**src/rtl/rtc_spi_regs.sv**
```systemverilog
module rtc_spi_regs #(
  parameter logic [3:0] HOLE_ADDR = 4'd13,
  parameter logic [7:0] CTL2_RST  = 8'h10
) (
  input  logic       clk,
  input  logic       rst_n,
  input  logic       cs,
  input  logic       sclk,
  input  logic       mosi,
  output logic       miso,
  input  logic       preset_we,
  input  logic [3:0] preset_addr,
  input  logic [7:0] preset_data
);

  logic             sclk_q;
  logic [2:0]       bit_cnt;
  logic [6:0]       rx;
  logic [6:0]       tx;
  logic             miso_r;
  logic             have_cmd, rd_op, burst, done;
  logic [3:0]       addr;
  logic [15:0][7:0] regs;

  wire       rise      = cs & sclk & ~sclk_q;
  wire       fall      = cs & ~sclk & sclk_q;
  wire [7:0] byte_in   = {rx, mosi};
  wire       byte_done = fall & (bit_cnt == 3'd7);
  wire       spi_wr    = byte_done & have_cmd & ~rd_op & ~done & (addr != HOLE_ADDR);
  wire [7:0] rd_byte   = (have_cmd & rd_op & ~done & (addr != HOLE_ADDR)) ? regs[addr] : 8'h00;

  assign miso = cs & miso_r;

  always_ff @(posedge clk or negedge rst_n)
    if (!rst_n) sclk_q <= 1'b0;
    else        sclk_q <= sclk;

  always_ff @(posedge clk or negedge rst_n) begin
    if (!rst_n) begin
      bit_cnt  <= '0;
      rx       <= '0;
      tx       <= '0;
      miso_r   <= 1'b0;
      have_cmd <= 1'b0;
      rd_op    <= 1'b0;
      burst    <= 1'b0;
      done     <= 1'b0;
      addr     <= '0;
    end else if (!cs) begin
      bit_cnt  <= '0;
      miso_r   <= 1'b0;
      have_cmd <= 1'b0;
      done     <= 1'b0;
    end else begin
      if (fall) begin
        rx      <= {rx[5:0], mosi};
        bit_cnt <= bit_cnt + 3'd1;
        if (bit_cnt == 3'd7) begin
          if (!have_cmd) begin
            have_cmd <= 1'b1;
            addr     <= byte_in[7:4];
            rd_op    <= byte_in[2];
            burst    <= ~byte_in[3];
          end else if (burst) begin
            addr <= addr + 4'd1;
          end else begin
            done <= 1'b1;
          end
        end
      end
      if (rise) begin
        if (bit_cnt == 3'd0) begin
          miso_r <= rd_byte[7];
          tx     <= rd_byte[6:0];
        end else begin
          miso_r <= tx[6];
          tx     <= {tx[5:0], 1'b0};
        end
      end
    end
  end

  always_ff @(posedge clk or negedge rst_n) begin
    if (!rst_n) begin
      regs     <= '0;
      regs[15] <= CTL2_RST;
    end else if (spi_wr) begin
      regs[addr] <= byte_in;
    end else if (preset_we && preset_addr != HOLE_ADDR) begin
      regs[preset_addr] <= preset_data;
    end
  end

endmodule

```
**config.mk**
```make
export PLATFORM = sky130hd
export DESIGN_NAME = rtc_spi_regs
export DESIGN_NICKNAME = d
export VERILOG_FILES = /design/src/rtl/rtc_spi_regs.sv
export SDC_FILE = /design/constraint.sdc
export NUM_CORES = 1
export LEC_CHECK = 0
export ABC_CLOCK_PERIOD_IN_PS = 3600
export BUFFER_PORTS_ARGS = -buffer_cell sky130_fd_sc_hd__buf_2
export CORE_MARGIN = 3
export CORE_UTILIZATION = 63
export CTS_CLUSTER_SIZE = 30
export DETAILED_ROUTE_END_ITERATION = 10
export PLACE_DENSITY_LB_ADDON = 0.3
export SYNTH_ARGS = -nofsm -noshare
export SYNTH_HDL_FRONTEND = slang
export SYNTH_SLANG_ARGS = --single-unit
```
**constraint.sdc**
```tcl
create_clock -name clk -period 3.6 [get_ports clk]
set_input_delay 0.72 -clock clk [delete_from_list [all_inputs] [get_ports clk]]
set_output_delay 0.72 -clock clk [all_outputs]
set_load 0.02 [all_outputs]
```
**Yosys cells after proc, flatten, opt, wreduce, memory -nomap -nowiden**

Cells that the tools add are included.

- $add $sub $neg: 2
- Order comparisons: 4
- Eq/ne operators: 9
- Muxes and demuxes: 27
- Bitwise logic cells: 19
- Reductions and logical operators: 11

Operators with widths:

| cell | count |
|---|---|
| bitwise mux 128 bit | 2 |
| 2-to-1 mux 128 bit | 2 |
| demux 8 bit (select 4 bit) | 2 |
| binary-select mux 8 bit (select 4 bit) | 1 |
| 2-to-1 mux 8 bit | 4 |
| bitwise AND 1 bit | 13 |
| AND reduction 4 bit | 3 |
| 2-to-1 mux 1 bit | 11 |
| < comparator 4 x 5 -> 1 bit (second input constant) | 2 |
| != test 2 x 1 -> 1 bit (second input constant) | 5 |
| >= comparator 4 x 1 -> 1 bit (second input constant) | 2 |
| 2-to-1 mux 4 bit | 2 |
| != test 4 bit (second input constant) | 2 |
| 2-to-1 mux 7 bit | 1 |
| 2-to-1 mux 3 bit | 2 |
| inverter 1 bit | 6 |
| AND reduction 2 bit | 3 |
| adder 4 x 1 -> 4 bit (second input constant) | 1 |
| adder 3 x 1 -> 3 bit (second input constant) | 1 |
| == test 3 bit (second input constant) | 1 |
| logical AND 1 bit | 3 |
| logical NOT 3 bit | 1 |
| != test 2 bit (second input constant) | 1 |
| nonzero test 2 bit | 1 |

- Register bits: 155
- Input bits: 18
- Word-level logic and storage cells: 98

**Depth between registers and ports, before layout**

- Depth in word-level cells: 9
- Mapped depth: 11

**Worst setup path before layout**

Ideal clock, no wire load.

- Path kind: reg-to-reg
- Start point: register addr[1]
- End point: register regs[96] (netlist name)
- Arrival: 2.363 ns
- Required time: 3.476 ns
- Setup slack: 1.113 ns
- Cell stages (with the launch flop): 12
- Buffers on the path: 4
- Period minus slack after synthesis: 2.487 ns
- Cells stage by stage: dfrtp_1 > buf_2 > buf_2 > inv_1 > ha_1 > and3_1 > o41a_1 > buf_2 > and3_1 > buf_6 > a22oi_1 > nand2_1

- Word-level cells in the longest chain between the ends: 6
- Elaborated cells between the ends (all ways): 10
- Classes of those cells: order compare: 2; eq/ne: 1; mux: 4; bitwise: 1; reduce/logical: 2

RTL lines:

| what | RTL line | text |
|---|---|---|
| start: declaration | 22 | `logic [3:0] addr;` |
| start signal: assignment | 61 | `addr <= byte_in[7:4];` |
| start signal: assignment | 65 | `addr <= addr + 4'd1;` |
| < comparator 4 x 5 -> 1 bit (implied by the code) / >= comparator 4 x 1 -> 1 bit (equally long branches) | 88 | `regs[addr] <= byte_in;` |
| logical AND 1 bit (implied by the code) | 88 |  |
| 2-to-1 mux 8 bit (implied by the code) | 88 |  |
| demux 8 bit (select 4 bit) | 88 |  |
| bitwise mux 128 bit | 88 |  |
| 2-to-1 mux 128 bit | 87 | `end else if (spi_wr) begin` |
| end signal: indexed assignment | 88 |  |
| end signal: indexed assignment | 90 | `regs[preset_addr] <= preset_data;` |
| end: declaration | 23 | `logic [15:0][7:0] regs;` |

Several ways; a longest one is shown, not always the timed one.
A chain may end at the register's enable or synchronous reset.

**Worst setup path in the final report**

- Start point: register addr[0]
- End point: register regs[92] (netlist name)

The elaborated chain is that of the path after synthesis.

==> impl_metrics.toml <==
[run_status]
status = "finished, final reports clean"

[routing]
remaining_drc_errors = 0
vias_per_cell = 7.10
dr.first_iter.drc_count = 1050
drt_first_pass_iters = 7
wl_per_cell_um = 25.1
vias = 6956
totalWireLength_um = 24600
postRouteAntennaNets = 0

[final_layout]
num_antenna_cells = 0
drive_gt1_share_pct = 16.7
area_delta_synth_final_pct = 8.57
fillCellCount = 912
stdcell_area_um2 = 9180
fin_nets = 820

[timing]
holdWs_ns = 0.229
setup_viol = 0
slew_headroom_pct = 31.2
fin_crit_sh_pct = 80.6
clock.fmax_mhz = 345
hold_viol = 0
timing.final.ws_setup_ns = 0.699
fin_tns_setup_ns = 0
rsz0062_at_grt = "false"
period_needed_ns = 2.90
tightest_slew_ns = 1.03
clock_skew_ns = 0.0131
report.final.slew_viol_count = 0

[die]
core_um2 = 12900
dieWidth_um = 122
num_rows = 41
die_h_um = 122
die_area_um2 = 14800
io_pins = 19
start_util_pct = 65.7

[placement]
portBuffers = 18
place_area_um2 = 8590
dp_hpwl_um = 16400
pre_cts_slack_ns = 0.751
gp_congestion = 0.908

[setup_path]
startpoint_type = "flop"
arrival_ns = 3.27
worstSetupPathType = "reg2reg"
path_max_fanout = 31
required_ns = 3.97
endpoint_kind = "flop"

[clock_network]
cts_resized = 0
clk_root_buffer_cell = "clkbuf_16"
cts_max_level = 4
max-clock-path-buffers = 2
cts_tree = "yes"
holdBufCountCts = 0
post-cts-setup-buffers = 0
insertion_delay_ns = 0.44
numCtsBuffers = 17
path_clk_slew_ns = 0.07
cts_sinks = 155

[global_routing]
grt_pass1_wl_um = 38500
grt_pass1_vias = 6664
top_usage_layer = "met1"
antenna_found_initial = 0
grt_usage_pct = 34.8
use_met3_pct = 10.7
grt-ovfl-total = 0
grt_use_met1_pct = 49.6
use_met2_pct = 49.6
grt_max_degree = 78

[yosys]
synth.area.top_cells = "dfrtp_1, o221a_1, mux4_2"
syn_area_um2 = 8460
synth_cell_types = 54
synth.top_cell.area_share_pct = 45.6
synth_edf_count = 0
yosys-top-cells-count = "dfrtp_1, nand2_1, nor2_1, o221a_1, nor3_1"
yosysTopAreaCell = "dfrtp_1"
ys_ff_latch = 155
synth_fp_nets = 836
synthCells = 811
synthArstFlopShare_pct = 100
synth_most_common_cell = "dfrtp_1"
synth-main-ff-cell = "dfrtp_1"
syn_avg_cell_area_um2 = 10.4
seq_area_frac_synth_pct = 45.9
yosysWarnings = 0

[hold_path]
holdCritPathClass = "in2async"

[pwr]
ir_drop_uv = 350
p_leak_nw = 3.51
total_power_mw = 5.14
p_per_area_nw_per_um2 = 560

[run]
maxCapViolations = 0
[kinds of logic (layout without fill, tap and decap cells)]
family | count (synthesis) | count (layout) | synth area share [%]
multiplexers | 53 | 53 | 11.7
flip-flops | 155 | 155 | 45.9
XOR/XNOR | 1 | 1 | 0.104
AND/OR/NAND/NOR | 381 | 381 | 22.2
AO/OA/AOI/OAI | 143 | 143 | 15.4
adder cells (fa/ha/maj) | 7 | 7 | 1.04
buffers and inverters | 71 | 68 | 3.68
[metrics by stage]
stage | instances | utilization, %
2_1_floorplan | 811 | -
3_3_place_gp | 948 | 66.7
3_5_place_dp | 948 | 66.7
4_1_cts | 980 | 71.3
5_1_grt | 980 | 71.3
6_report | 980 | 71.3
[critical path: stages, from the launching register on]
cell and delay [ns]:
dfrtp_1 0.61, ha_1 0.33, nand3_1 0.25, nand4_4 0.18
buf_4 0.40, nand3_1 0.36, o21ai_2 0.43, o221a_1 0.26
[flip-flops by register name, indices dropped and copies added (netlist names)]
signal / flops
regs: 128
rx: 7
tx: 7
addr: 4
bit_cnt: 3
burst: 1
done: 1
have_cmd: 1
miso_r: 1
rd_op: 1
sclk_q: 1
[layout make-up]
type	count	area (um2)	share of cell area (%)
repair buffers	31	206	2.25
inverters	5	18.8	0.204
multi-input cells	585	4270	46.5
clock buffers	20	447	4.87
flip-flops and latches	155	3880	42.3
clock inverters	12	139	1.51
well taps	172	215	2.34
[metal layers]
layer | share of wire (%) | vias to the layer above
met5 | 0 | -
met4 | 4.7 | 0
met3 | 13 | 87
met2 | 43 | 526
met1 | 39 | 3384
li1 | - | 2959
[worst paths after layout]
check | start | endpoint | slack (ns) | depth (start not counted)
max | addr[0]$_DFFE_PN0P_ | regs[92]$_DFFE_PN0P_ | 0.70 | 7
min | rst_n | rx[0]$_DFFE_PN0P_ | 0.23 | 1
max reg2reg | addr[0]$_DFFE_PN0P_ | regs[92]$_DFFE_PN0P_ | 0.70 | 7
min reg2reg | regs[106]$_DFFE_PN0P_ | regs[106]$_DFFE_PN0P_ | 0.37 | 0
max in group asynchronous | rst_n | regs[124]$_DFFE_PN1P_ | 2.56 | 2
min in group clk | regs[106]$_DFFE_PN0P_ | regs[106]$_DFFE_PN0P_ | 0.37 | 0
[power breakdown]
part / internal [mW] / switching [mW]
Clock: 1.05 / 0.758
Sequential: 2.09 / 0.493
Combinational: 0.394 / 0.358
[placed cells by master (no fill, tap or decap), drive strengths merged, types with 3 or more instances in the layout]
cell	instances
clkbuf	20
nor3	66
o221a	73
a22oi	9
mux4	32
nand2	149
clkinvlp	3
a21oi	13
nor2b	6
and3	3
nor3b	9
inv	6
ha	7
nor2	84
buf	31
nand3	27
nand4	4
mux2	8
and2	5
nand2b	16
clkinv	6
mux2i	13
dfrtp	154
o21ai	25
o22ai	17
No activity file was read; power rests on OpenSTA's default activity.
